--- src/rtl/rsup_pkg.sv ---
package rsup_pkg;
  typedef struct packed {
    logic fb_all;
    logic ramp_all;
    logic fault;
  } qual_t;
endpackage

--- src/rtl/rsup_qualify.sv ---
module rsup_qualify
  import rsup_pkg::*;
#(
  parameter int NUM_RAILS = 2
) (
  input  logic [NUM_RAILS-1:0] fb_ok_i,
  input  logic [NUM_RAILS-1:0] ramp_done_i,
  input  logic                 uvlo_i,
  input  logic                 overtemp_i,
  output qual_t                flags_o,
  output logic                 qualified_o
);
  logic [NUM_RAILS-1:0] rail_ready;

  for (genvar g = 0; g < NUM_RAILS; g++) begin : g_rail
    assign rail_ready[g] = fb_ok_i[g] & ramp_done_i[g];
  end

  assign flags_o.fb_all   = &fb_ok_i;
  assign flags_o.ramp_all = &ramp_done_i;
  assign flags_o.fault    = uvlo_i | overtemp_i;
  assign qualified_o      = (&rail_ready) & ~flags_o.fault;
endmodule

--- src/rtl/rsup_timer.sv ---
module rsup_timer #(
  parameter int TIMEOUT_MS = 200
) (
  input  logic clk_i,
  input  logic rst_ni,
  input  logic qualified_i,
  input  logic tick_i,
  output logic expired_o
);
  localparam int CW = $clog2(TIMEOUT_MS + 1);
  localparam logic [CW-1:0] LIMIT = CW'(TIMEOUT_MS);

  logic [CW-1:0] cnt_q;

  always_ff @(posedge clk_i or negedge rst_ni) begin
    if (!rst_ni)                          cnt_q <= '0;
    else if (!qualified_i)                cnt_q <= '0;
    else if (tick_i && (cnt_q != LIMIT))  cnt_q <= cnt_q + 1'b1;
  end

  assign expired_o = (cnt_q == LIMIT);

  AST_CNT_CLEAR: assert property (@(posedge clk_i) disable iff (!rst_ni)
    !qualified_i |=> (cnt_q == '0));
  AST_CNT_BOUND: assert property (@(posedge clk_i) disable iff (!rst_ni)
    cnt_q <= LIMIT);
  AST_CNT_IDLE: assert property (@(posedge clk_i) disable iff (!rst_ni)
    (qualified_i && !tick_i) |=> $stable(cnt_q));
endmodule

--- src/rtl/rsup_drive.sv ---
module rsup_drive (
  input  logic qualified_i,
  input  logic expired_i,
  output logic pull_en_o,
  output logic good_o
);
  logic release_c;

  // release only while still qualified: any dip pulls low in the same cycle
  assign release_c = qualified_i & expired_i;
  assign pull_en_o = ~release_c;
  assign good_o    = release_c;
endmodule

--- src/rtl/rail_reset_supervisor.sv ---
module rail_reset_supervisor
  import rsup_pkg::*;
#(
  parameter int NUM_RAILS  = 2,
  parameter int TIMEOUT_MS = 200
) (
  input  logic                 clk_i,
  input  logic                 rst_ni,
  input  logic [NUM_RAILS-1:0] fb_ok_i,
  input  logic [NUM_RAILS-1:0] ramp_done_i,
  input  logic                 uvlo_i,
  input  logic                 overtemp_i,
  input  logic                 ms_tick_i,
  output logic                 rst_pull_o,
  output logic                 rails_good_o
);
  qual_t flags;
  logic  qualified;
  logic  expired;
  logic  pull_en;

  rsup_qualify #(.NUM_RAILS(NUM_RAILS)) i_qualify (
    .fb_ok_i     (fb_ok_i),
    .ramp_done_i (ramp_done_i),
    .uvlo_i      (uvlo_i),
    .overtemp_i  (overtemp_i),
    .flags_o     (flags),
    .qualified_o (qualified)
  );

  rsup_timer #(.TIMEOUT_MS(TIMEOUT_MS)) i_timer (
    .clk_i       (clk_i),
    .rst_ni      (rst_ni),
    .qualified_i (qualified),
    .tick_i      (ms_tick_i),
    .expired_o   (expired)
  );

  rsup_drive i_drive (
    .qualified_i (qualified),
    .expired_i   (expired),
    .pull_en_o   (pull_en),
    .good_o      (rails_good_o)
  );

  assign rst_pull_o = pull_en;

  AST_FB_LOW_PULLS: assert property (@(posedge clk_i) disable iff (!rst_ni)
    !flags.fb_all |-> rst_pull_o);
  AST_RAMP_PENDING: assert property (@(posedge clk_i) disable iff (!rst_ni)
    !flags.ramp_all |-> rst_pull_o);
  AST_FAULT_PULLS: assert property (@(posedge clk_i) disable iff (!rst_ni)
    flags.fault |-> rst_pull_o);
  AST_RELEASE_AFTER_FULL: assert property (@(posedge clk_i) disable iff (!rst_ni)
    $fell(rst_pull_o) |-> expired);
  AST_STATUS_INVERSE: assert property (@(posedge clk_i) disable iff (!rst_ni)
    rails_good_o != rst_pull_o);
endmodule

--- config.mk ---
export PLATFORM = sky130hd
export DESIGN_NAME = rail_reset_supervisor
export DESIGN_NICKNAME = d
export VERILOG_FILES = /design/src/rtl/rsup_pkg.sv /design/src/rtl/rsup_qualify.sv /design/src/rtl/rsup_timer.sv /design/src/rtl/rsup_drive.sv /design/src/rtl/rail_reset_supervisor.sv
export SDC_FILE = /design/constraint.sdc
export NUM_CORES = 1
export LEC_CHECK = 0
export ABC_AREA = 0
export ABC_CLOCK_PERIOD_IN_PS = 2100
export BUFFER_PORTS_ARGS = -buffer_cell sky130_fd_sc_hd__buf_2
export CAP_MARGIN = 20
export CORE_AREA = 3 3 40 42
export DETAILED_ROUTE_END_ITERATION = 8
export DIE_AREA = 0 0 43 45
export PLACE_DENSITY = 0.61
export SLEW_MARGIN = 5
export SYNTH_ARGS = -nofsm -noshare
export SYNTH_HDL_FRONTEND = slang
export SYNTH_SLANG_ARGS = --single-unit
--- constraint.sdc ---
create_clock -name clk_i -period 2.1 [get_ports clk_i]
set_clock_uncertainty 0.2 [all_clocks]
set_input_delay 0 -clock clk_i [delete_from_list [all_inputs] [get_ports clk_i]]
set_output_delay 0 -clock clk_i [all_outputs]
set_load 0.01 [all_outputs]
Yosys cells after proc, flatten, opt, wreduce, memory -nomap -nowiden
Cells that the tools add are included.
W data, S select, Z words.
{"block": "word_totals", "regBits": 8, "in_bits": 9, "output_inout_bits": 2, "word_cells": 16}
{"block": "classes", "addsub": 1, "eq_ne": 3, "mux": 2, "bitwise": 7, "reduce_logical": 2}
{"op": "$mux W8", "count": 2}
{"op": "$add A8 B1 Y8 const B", "count": 1}
{"op": "$eq A8 B8 Y1 const B", "count": 1}
{"op": "$ne A8 B8 Y1 const B", "count": 1}
{"op": "$and A1 B1 Y1", "count": 4}
{"op": "$ne A2 B2 Y1 const B", "count": 1}
{"op": "$not A1 Y1", "count": 2}
{"op": "$reduce_and A2 Y1", "count": 1}
{"op": "$logic_and A1 B1 Y1", "count": 1}
{"op": "$or A1 B1 Y1", "count": 1}

Logic depth before layout (Yosys ltp)
Gate-level depths: netlist (run 1).
{"block": "depth", "depth_word": 5, "ltp_mapped": 5}

Modules after synthesis
From an unflattened synthesis (run 1), not the netlist that was laid out.
{"block": "hier_totals", "cells_unflattened": 54, "hier_area_um2": 478.0}
{"mod": "rsup_timer", "n_inst": 1, "cells_per_inst": 47, "area_each_um2": 439.2, "seq_area_each_um2": 200.2}
{"mod": "rsup_qualify", "n_inst": 1, "cells_per_inst": 5, "area_each_um2": 28.8, "seq_area_each_um2": 0.0}
{"mod": "rsup_drive", "n_inst": 1, "cells_per_inst": 2, "area_each_um2": 10.0, "seq_area_each_um2": 0.0}

Worst setup path after synthesis (run 1)
OpenSTA, ideal clock, no wires.
{"block": "synth_timing", "kind": "reg2reg", "from": "register i_timer.cnt_q[0]", "to": "register i_timer.cnt_q[0]", "setup_ps": 79, "t_arrival_ps": 1266, "t_required_ps": 1821, "path_slack_ps": 555, "path_stages_with_launch": 6, "path_buffers": 0, "period_less_slack_ps": 1545, "path_cell_list": "dfrtp_1 inv_1 ha_1 and4b_1 a31oi_1 mux2i_1"}
{"block": "synth_via", "elab_chain_len": 3, "elab_cells_between_ends": 6, "cone_classes": "add/sub (1); eq/ne (2); mux (2); reduce/logical (1)"}
{"element": "start: declaration", "line_no": "rsup_timer.sv:13", "source": "logic [CW-1:0] cnt_q;"}
{"element": "start signal: assignment", "line_no": "rsup_timer.sv:18", "source": "else if (tick_i && (cnt_q != LIMIT)) cnt_q <= cnt_q + 1'b1;"}
{"element": "$add A8 B1 Y8 or $ne A8 B8 Y1 (tied branches)", "line_no": "rsup_timer.sv:18"}
{"element": "$mux W8 or $logic_and A1 B1 Y1 (tied branches)", "line_no": "rsup_timer.sv:18"}
{"element": "$mux W8 or $ne A2 B2 Y1 (tied branches)"}
Several ways; a longest one is shown, not always the timed one. The select of a mux whose other input is x is not followed.
A chain may end at the register's enable or synchronous reset.

Worst setup path after layout (run 1)
{"block": "layout_timing", "from": "register i_timer.cnt_q[0]", "to": "output rst_pull_o"}
{"block": "layout_via", "elab_chain_len": 3}
{"element": "$eq A8 B8 Y1", "line_no": "rsup_timer.sv:21", "source": "assign expired_o = (cnt_q == LIMIT);"}
{"element": "$and A1 B1 Y1", "line_no": "rsup_drive.sv:10", "source": "assign release_c = qualified_i & expired_i;"}
{"element": "$not A1 Y1", "line_no": "rsup_drive.sv:11", "source": "assign pull_en_o = ~release_c;"}
{"element": "end: declaration", "line_no": "rail_reset_supervisor.sv:14", "source": "output logic rst_pull_o,"}
No other way between the ends.

==> metrics.yaml, run 1 <==
synthesis:
  synth_top_area_frac: 0.426
  netlist_area_um2: 470
  synth_nets: 62
  synth_top_area_cell: "dfrtp_1"
  post_synth.cell_area_avg_um2: 9.22
  synth-edff-count: 0
  netlist_top_cells_count: "8 x dfrtp_1, 6 x nand3_1, 5 x nand2_1"
  synthArstFlopShare: 1.00
  yosysMostFrequentCell: "dfrtp_1"
  synth_area_leaders: "dfrtp_1 43%, nand3_1 6.4%, ha_1 5.3%"
  synth-seq-area-share: 0.426
  synth_warnings: 0
  ys_seq_elements: 8
  ys.flop_type: "dfrtp_1"
  synth_cells: 51
  ys_types: 22
critical_path:
  rr_startpoint: "i_timer.cnt_q[0]"
  path_max_fanout: 5
  critPathKind: "reg2out"
  worst_ep_required_time_ns: 1.90
  arrival_ns: 1.64
  start_kind: "flop"
  crit_start: "i_timer.cnt_q[0]"
  cp-end-kind: "output pin"
power:
  power.density_nw_per_um2: 492
  p_seq_frac: 0.522
  ir_drop_mv: 0.262
  p_int_w: 0.000233
  p_switching_w: 0.0000635
  p_comb_frac: 0.075
  clkPwrFrac: 0.403
  finalPower_w: 0.000296
  swShare: 0.215
  p_leak_nw: 0.247
timing:
  slew_headroom: 0.758
  hold_violations: 0
  fin_setup_tns_ns: 0
  timing.final.crit_share: 0.876
  maxSlewViolCount: 0
  period_minus_slack_ns: 1.84
  setup_violations: 0
  post-route-worst-setup-slack_ns: 0.260
  rsz0062_at_grt: "false"
  fmax_ghz: 0.543
  worstMarginPinSlew_ns: 0.362
global_route:
  grt_use_total: 0.124
  grt_pass1_wl_um: 1750
  grt_max_degree: 9
  grt_pass1_vias: 431
  overflow: 0
  antenna_found_initial: 0
cts:
  cts_hold_buf: 4
  clk_pin_slew_ns: 0.05
  clock_latency_ns: 0.26
  h-tree-depth: 1
  cts_buffers: 3
  cts-resized-gates: 0
  cts_setup_buffers: 0
  cts_tree: "yes"
  root_buffer: "clkbuf_4"
  cts_buffer_depth: 2
  clkSinkCount: 8
finish:
  biggestRegsByFlops: "i_timer.cnt_q: 8 flops"
  final_net_count: 81
  antennaDiodeCount: 0
  fillers: 120
  stdcell_area_um2: 602
  largest_reg_flops: 8
  areaGrowthSynthToFinish_pct: 27.9
  layout-drive-gt1-share: 0.250
  top_register: "i_timer.cnt_q"
min_path:
  hp-class: "in2reg"
  hp-start: "fb_ok_i[0]"
floorplanning:
  die_area_um2: 1940
  pin_count: 11
  start_util: 0.366
  num_rows: 13
  core_area_um2: 1280
  die_x_um: 43
  die_h_um: 45
routing:
  detail_route.wl_per_cell_um: 11.8
  routed_wl_um: 980
  vias: 444
  firstDrtPassIters: 4
  drt-initial-drc-count: 10
  drc_errors: 0
  ant_nets: 0
  vias_per_cell: 5.35
place:
  port_buffers: 10
  dpl-instance-area_um2: 539
  routabilityCongestion: 0.779
  dpl.hpwl_um: 739
  pre_cts_slack_ns: 0.425
status:
  status: "finished clean"
run:
  maxCapViolations: 0
-- cells in the final DEF, fill, tap and decap left out, drive strengths merged, types with 2 or more instances in the layout --
cell | synthesis | layout
mux2i | 2 | 2
nand2 | 5 | 5
ha | 2 | 2
o21ai | 2 | 2
nor2 | 4 | 4
a21oi | 4 | 4
inv | 3 | 3
dfrtp | 8 | 8
nand3 | 7 | 7
nand4 | 2 | 2
or3 | 2 | 2
buf | 0 | 10
xor2 | 2 | 2
clkbuf | 0 | 3
dlygate4sd3 | 0 | 4
-- power by group through the flow --
stage | logic (W) | clock network, W | registers [W]
after global routing | 0.0000254 | 0.000140 | 0.000154
after floorplan | 0.00000555 | 0 | 0.000157
after detailed placement | 0.0000172 | 0 | 0.000157
final | 0.0000223 | 0.000119 | 0.000155
after global placement | 0.0000173 | 0 | 0.000157
after CTS | 0.0000228 | 0.000127 | 0.000154
-- logic make-up after synthesis --
logic type | Yosys count | share of synthesized area
muxes | 2 | 0.0426
and+or+nand+nor | 25 | 0.303
buffers and inverters | 3 | 0.0239
xor gates and xnor gates | 2 | 0.0372
AOI/OAI and AO/OA | 9 | 0.114
adders and majority gates | 2 | 0.0532
DFF | 8 | 0.426
-- metal layers --
| layer | wire length (µm) | GRT usage |
|---|---|---|
| met1 | 437 | 0.138 |
| met4 | 12 | 0.0361 |
| met5 | 0 | 0 |
| met2 | 461 | 0.204 |
| met3 | 68 | 0.0717 |
-- stage by stage --
stage / hold WS, ns / instances / utilization
CTS: 0.0188 / 83 / 0.468
floorplan: -0.496 / 51 / -
global placement: -0.343 / 76 / 0.420
finish: 0.0235 / 83 / 0.468
detailed placement: -0.346 / 76 / 0.420
global route: 0.0351 / 83 / 0.468
-- critical path: stages, from the launching register on --
cell	delay, ns
dfrtp_1	0.41
inv_1	0.09
ha_1	0.13
and4b_1	0.22
nand3_1	0.10
or2_2	0.28
buf_2	0.14
-- final timing paths --
| path | to | slack (ns) | cells past startpoint |
|---|---|---|---|
| min in group asynchronous | i_timer.cnt_q[5] | 0.51 | 3 |
| worst max register to register | i_timer.cnt_q[0] | 0.43 | 5 |
| max in group asynchronous | i_timer.cnt_q[3] | 0.92 | 3 |
| worst min register to register | i_timer.cnt_q[7] | 0.35 | 2 |
| worst min-delay path | i_timer.cnt_q[1] | 0.02 | 4 |
| worst max-delay path | rst_pull_o | 0.26 | 6 |
-- final cells by class --
type                            count  area, µm²  share of cell area
Tap cell                           15       18.8              0.0312
Clock buffer                        3       22.5              0.0374
Sequential cell                     8        200               0.333
Timing Repair Buffer               14       90.1               0.150
Multi-Input combinational cell     40        259               0.430
Inverter                            3       11.3              0.0187
(Power assumes the default switching activity.)
==> inputs of run 2 (changes only) <==
==> constraint.sdc (replaced) <==
create_clock -name clk_i -period 2.1 [get_ports clk_i]
set_clock_uncertainty 0.2 [all_clocks]
set_input_delay 0.105 -clock clk_i [delete_from_list [all_inputs] [get_ports clk_i]]
set_output_delay 0.105 -clock clk_i [all_outputs]
set_load 0.01 [all_outputs]
==> run 2 against run 1 <==
Effect of this change:
- final cell count shrank 3.6%
- final area shrank 5.0%
- register-to-register slack lost 0.04 ns
- hold slack lost 0.0054 ns
- via count shrank 0.23%
- clock power is essentially flat
- die area is the same
- critical path depth is the same
- global-route usage shrank 0.15 points
- largest cell class unchanged
- utilization shrank 2.3 points
- critical endpoint unchanged
- flip-flop and latch count is the same
- maximum frequency shrank 6.4%
==> metrics.yaml, run 2 (synthesis results as in run 1) <==
cts:
  root_buffer: "clkbuf_4"
  clock_latency_ns: 0.26  # about the same
  cts_buffer_depth: 2  # unchanged
  cts_buffers: 3  # unchanged
  clkSinkCount: 8  # unchanged
  clk_pin_slew_ns: 0.05  # about the same
  h-tree-depth: 1  # unchanged
  cts_tree: "yes"
finish:
  largest_reg_flops: 8  # unchanged
  layout-drive-gt1-share: 0.262  # +0.0115
  multi_input_area_um2: 259  # unchanged
  top_register: "i_timer.cnt_q"
  stdcell_area_um2: 572  # -5.0%
  register_area_um2: 200  # unchanged
  areaGrowthSynthToFinish_pct: 21.5
  biggestRegsByFlops: "i_timer.cnt_q: 8 flops"
  final_common_cell: "buf_2"
  mostFrequentLayoutCells: "10 x buf_2, 8 x dfrtp_1, 6 x nand3_1, 5 x nand2_1"
  final_net_count: 78  # -3.7%
  fillers: 131  # +9.2%
  antennaDiodeCount: 0  # unchanged
critical_path:
  cp-end-kind: "output pin"
  path_max_fanout: 5  # unchanged
  rr_startpoint: "i_timer.cnt_q[0]"
  worst_ep_required_time_ns: 1.79  # -0.11 ns
  cp_slowest_cell: "dfrtp_1"
  path_cells: "inv_1 > ha_1 > and4b_1 > nand3_1 > or2_2 > buf_2"
  crit_path_max_incr_delay_ns: 0.42  # about the same
  reg2reg_depth: 5  # unchanged
  start_kind: "flop"
  arrival_ns: 1.66  # +0.02 ns
  critPathKind: "reg2out"
  reg2reg_to: "i_timer.cnt_q[1]"
  rrSetupSlack_ns: 0.39  # -0.04 ns
global_route:
  overflow: 0  # unchanged
  grt_use_total: 0.123  # -0.00147
  grt_max_degree: 9  # unchanged
  grt_pass1_wl_um: 1730  # -0.80%
  grt_pass1_vias: 388  # -10%
  antenna_found_initial: 0  # unchanged
timing:
  timing.final.crit_share: 0.937  # +0.0603
  slew_headroom: 0.777  # +0.0190
  post-route-worst-setup-slack_ns: 0.133  # -0.127 ns
  hold_violations: 0  # unchanged
  worstMarginPinSlew_ns: 0.333  # -0.0289 ns
  fmax_ghz: 0.508  # -6.4%
  rsz0062_at_grt: "false"
  fin_setup_tns_ns: 0  # unchanged
  setup_violations: 0  # unchanged
  maxSlewViolCount: 0  # unchanged
  period_minus_slack_ns: 1.97  # +0.127 ns
routing:
  firstDrtPassIters: 4  # unchanged
  vias_per_cell: 5.54  # +3.5%
  detail_route.wl_per_cell_um: 12.5  # +6.1%
  routed_wl_um: 1000  # +2.2%
  ant_nets: 0  # unchanged
  vias: 443  # -0.23%
  drc_errors: 0  # unchanged
  drt-initial-drc-count: 12  # +2
floorplanning:
  die_x_um: 43  # unchanged
  die_h_um: 45  # unchanged
  core_area_um2: 1280  # unchanged
  pin_count: 11  # unchanged
  start_util: 0.366  # unchanged
  num_rows: 13  # unchanged
  die_area_um2: 1940  # unchanged
run:
  maxCapViolations: 0  # unchanged
place:
  dpl-instance-area_um2: 539  # unchanged
  dpl.hpwl_um: 779  # +5.5%
  port_buffers: 10  # unchanged
  pre_cts_slack_ns: 0.415  # -0.0103 ns
  routabilityCongestion: 0.747  # -4.0%
min_path:
  hp-class: "in2async"
status:
  status: "finished clean"
power:
  p_leak_nw: 0.234  # -5.1%
  power.density_nw_per_um2: 508  # +3.3%
  ir_drop_mv: 0.229  # -13%
-- run 2: changes by cell type in the layout (fill, tap and decap cells not counted), sizes merged --
cell         delta
dlygate4sd3     -3
-- run 2: cell type report --
cell class	count	share of cell area
flip-flops and latches	8	0.350
well taps	15	0.0328
inverters	3	0.0197
multi-input cells	40	0.453
clock buffers	3	0.0394
repair buffers	11	0.105
-- run 2: metrics by stage --
stage,hold WS [ns],total power (W),util,instances
finish,0.0181,0.000291,0.445,80
global route,0.0372,0.000306,0.445,80
CTS,0.0180,0.000296,0.445,80
detailed placement,-0.243,0.000174,0.420,76
global placement,-0.240,0.000174,0.420,76
floorplan,-0.391,0.000163,-,51
-- run 2: how the worst max path moves through the flow --
stage                     cells past startpoint                to             start
after detailed placement                      6        rst_pull_o  i_timer.cnt_q[0]
after global placement                        6        rst_pull_o  i_timer.cnt_q[0]
after CTS                                     6        rst_pull_o  i_timer.cnt_q[0]
after floorplan                               5  i_timer.cnt_q[0]  i_timer.cnt_q[0]
final                                         6        rst_pull_o  i_timer.cnt_q[0]
after global routing                          6        rst_pull_o  i_timer.cnt_q[0]
-- run 2: layer usage --
metal / global-route usage / routed length [µm]
met4: 0.0723 / 23
met5: 0 / 0
met2: 0.201 / 472
met3: 0.0359 / 55
met1: 0.143 / 450
-- run 2: critical path: cells and delay by family, from the launching register on --
| family | cells | cell delay [ns] |
|---|---|---|
| flops | 1 | 0.42 |
| buf+inv | 2 | 0.23 |
| fa+ha+maj | 1 | 0.14 |
| simple gates | 3 | 0.62 |
-- run 2: timing repair --
item                                    in CTS  in global routing
gates resized for setup                      0                  0
endpoints found under the hold margin        8                  0
buffers inserted                             0                  0
endpoints found under the setup margin       0                  0
hold buffers                                 1                  0
-- run 2: where the power goes --
part,total (W),switching (W),leakage [nW],internal [W]
Clock,0.000118,0.0000523,0.0138,0.0000654
Sequential,0.000155,0.000000149,0.112,0.000154
Combinational,0.0000182,0.00000913,0.109,0.00000910
Total,0.000291,0.0000616,0.234,0.000229
==> inputs of run 3 (changes only) <==
- ABC_CLOCK_PERIOD_IN_PS: 2100 -> 2500
- clock period: 2.1 -> 2.5 ns (I/O delays scaled with it)
==> run 3 against run 2 <==
Effect of this change:
- via count shrank 3.4%
- worst setup slack better by 0.41 ns
- die area unchanged
- largest cell class unchanged
- global-route usage down 0.40 points
- highest routed layer unchanged
- register-to-register slack improved by 0.40 ns
- clock power fell by 18%
- final area is the same
- non-clock buffer count unchanged
- utilization is the same
- hold slack improved by 0.020 ns
- final cell count stayed put
- power shrank 17%
==> metrics.yaml, run 3 (synthesis results as in run 1) <==
critical_path:
  rr_startpoint: "i_timer.cnt_q[0]"
  worst_ep_required_time_ns: 2.17  # +0.38 ns
  cp-end-kind: "output pin"
  path_cells: "inv_1 > ha_1 > and4b_1 > nand3_1 > or2_2 > buf_2"
  reg2reg_depth: 5  # unchanged
  reg2reg_to: "i_timer.cnt_q[0]"
  arrival_ns: 1.63  # -0.03 ns
  path_max_fanout: 5  # unchanged
  rrSetupSlack_ns: 0.79  # +0.40 ns
  crit_path_max_incr_delay_ns: 0.42  # about the same
  start_kind: "flop"
  critPathKind: "reg2out"
  cp_slowest_cell: "dfrtp_1"
timing:
  fin_setup_tns_ns: 0  # unchanged
  timing.final.crit_share: 0.783
  hold_violations: 0  # unchanged
  fmax_ghz: 0.511
  period_minus_slack_ns: 1.96
  slew_headroom: 0.760  # -0.0168
  worstMarginPinSlew_ns: 0.358  # +0.0251 ns
  maxSlewViolCount: 0  # unchanged
  rsz0062_at_grt: "false"
  setup_violations: 0  # unchanged
floorplanning:
  die_area_um2: 1940  # unchanged
  pin_count: 11  # unchanged
  num_rows: 13  # unchanged
  start_util: 0.366  # unchanged
  die_h_um: 45  # unchanged
  core_area_um2: 1280  # unchanged
  die_x_um: 43  # unchanged
place:
  dpl-instance-area_um2: 539  # unchanged
  dpl.hpwl_um: 755  # -3.1%
  routabilityCongestion: 0.722  # -3.4%
  port_buffers: 10  # unchanged
  dp.cells: 76  # unchanged
finish:
  antennaDiodeCount: 0  # unchanged
  layout-drive-gt1-share: 0.262  # unchanged
  multi_input_area_um2: 259  # unchanged
  layout.core_utilization: 0.445  # unchanged
  biggestRegsByFlops: "i_timer.cnt_q: 8 flops"
  final_common_cell: "buf_2"
  fillers: 131  # unchanged
  largest_reg_flops: 8  # unchanged
  layoutNonFillerInstCount: 80  # unchanged
  stdcell_area_um2: 572  # unchanged
  final_net_count: 78  # unchanged
  mostFrequentLayoutCells: "10 x buf_2, 8 x dfrtp_1, 6 x nand3_1, 5 x nand2_1"
  areaGrowthSynthToFinish_pct: 21.5  # unchanged
  register_area_um2: 200  # unchanged
  top_register: "i_timer.cnt_q"
routing:
  detail_route.wl_per_cell_um: 12.0  # -4.3%
  vias_per_cell: 5.35  # -3.4%
  drc_errors: 0  # unchanged
  routed_wl_um: 959  # -4.3%
  vias: 428  # -3.4%
  ant_nets: 0  # unchanged
  firstDrtPassIters: 4  # unchanged
  drt-initial-drc-count: 4  # -8
global_route:
  grt_pass1_vias: 379  # -2.3%
  overflow: 0  # unchanged
  grt_pass1_wl_um: 1620  # -6.4%
  grt_max_degree: 9  # unchanged
  antenna_found_initial: 0  # unchanged
  grt_use_total: 0.119  # -0.00400
cts:
  cts_buffer_depth: 2  # unchanged
  cts_setup_buffers: 0  # unchanged
  clk_pin_slew_ns: 0.05  # about the same
  h-tree-depth: 1  # unchanged
  cts_tree: "yes"
  cts_hold_buf: 1  # unchanged
  root_buffer: "clkbuf_4"
  cts-resized-gates: 0  # unchanged
  clkSinkCount: 8  # unchanged
  cts_buffers: 3  # unchanged
  clock_latency_ns: 0.25  # about the same
status:
  status: "finished clean"
power:
  p_leak_nw: 0.234  # unchanged
  power.density_nw_per_um2: 423  # -17%
  finalPower_w: 0.000242  # -17%
  ir_drop_mv: 0.283  # +24%
run:
  maxCapViolations: 0  # unchanged
min_path:
  hp-class: "in2async"
==> run 3: critical path, delay by kind of cell (launching register included) <==
family | cells | cell delay [ns]
and+or+nand+nor | 3 | 0.59
adders and majority gates | 1 | 0.13
DFF | 1 | 0.42
buffers and inverters | 2 | 0.24
==> run 3: cell type report <==
class                   instances  share of cell area
multi-input cells              40               0.453
flip-flops and latches          8               0.350
repair buffers                 11               0.105
clock buffers                   3              0.0394
well taps                      15              0.0328
inverters                       3              0.0197
==> run 3: worst max-delay path by stage <==
stage / slack (ns) / depth (start not counted) / startpoint / endpoint
global route: 0.42 / 6 / i_timer.cnt_q[0] / rst_pull_o
CTS: 0.53 / 6 / i_timer.cnt_q[0] / rst_pull_o
finish: 0.54 / 6 / i_timer.cnt_q[0] / rst_pull_o
detailed placement: 0.79 / 5 / i_timer.cnt_q[0] / i_timer.cnt_q[1]
global placement: 0.84 / 6 / i_timer.cnt_q[0] / rst_pull_o
floorplan: 0.95 / 5 / i_timer.cnt_q[0] / i_timer.cnt_q[0]
==> run 3: per-layer routing <==
layer  up-vias  wire, µm  GRT usage
met1       194       416      0.134
li1        217         -          -
met3         2        76     0.0717
met5         -         0          0
met4         0        17     0.0361
met2        15       448      0.189
==> run 3: power breakdown <==
| part | switching [W] | internal [W] |
|---|---|---|
| clock | 0.0000422 | 0.0000548 |
| combinational | 0.00000763 | 0.00000765 |
| sequential | 0.000000128 | 0.000130 |
==> run 3: stage by stage <==
stage                     hold slack [ns]  worst slack, ns
after global routing               0.0455            0.421
after CTS                          0.0260            0.529
after global placement             -0.218            0.839
after detailed placement           -0.223            0.792
after floorplan                    -0.371            0.955
final                              0.0382            0.543
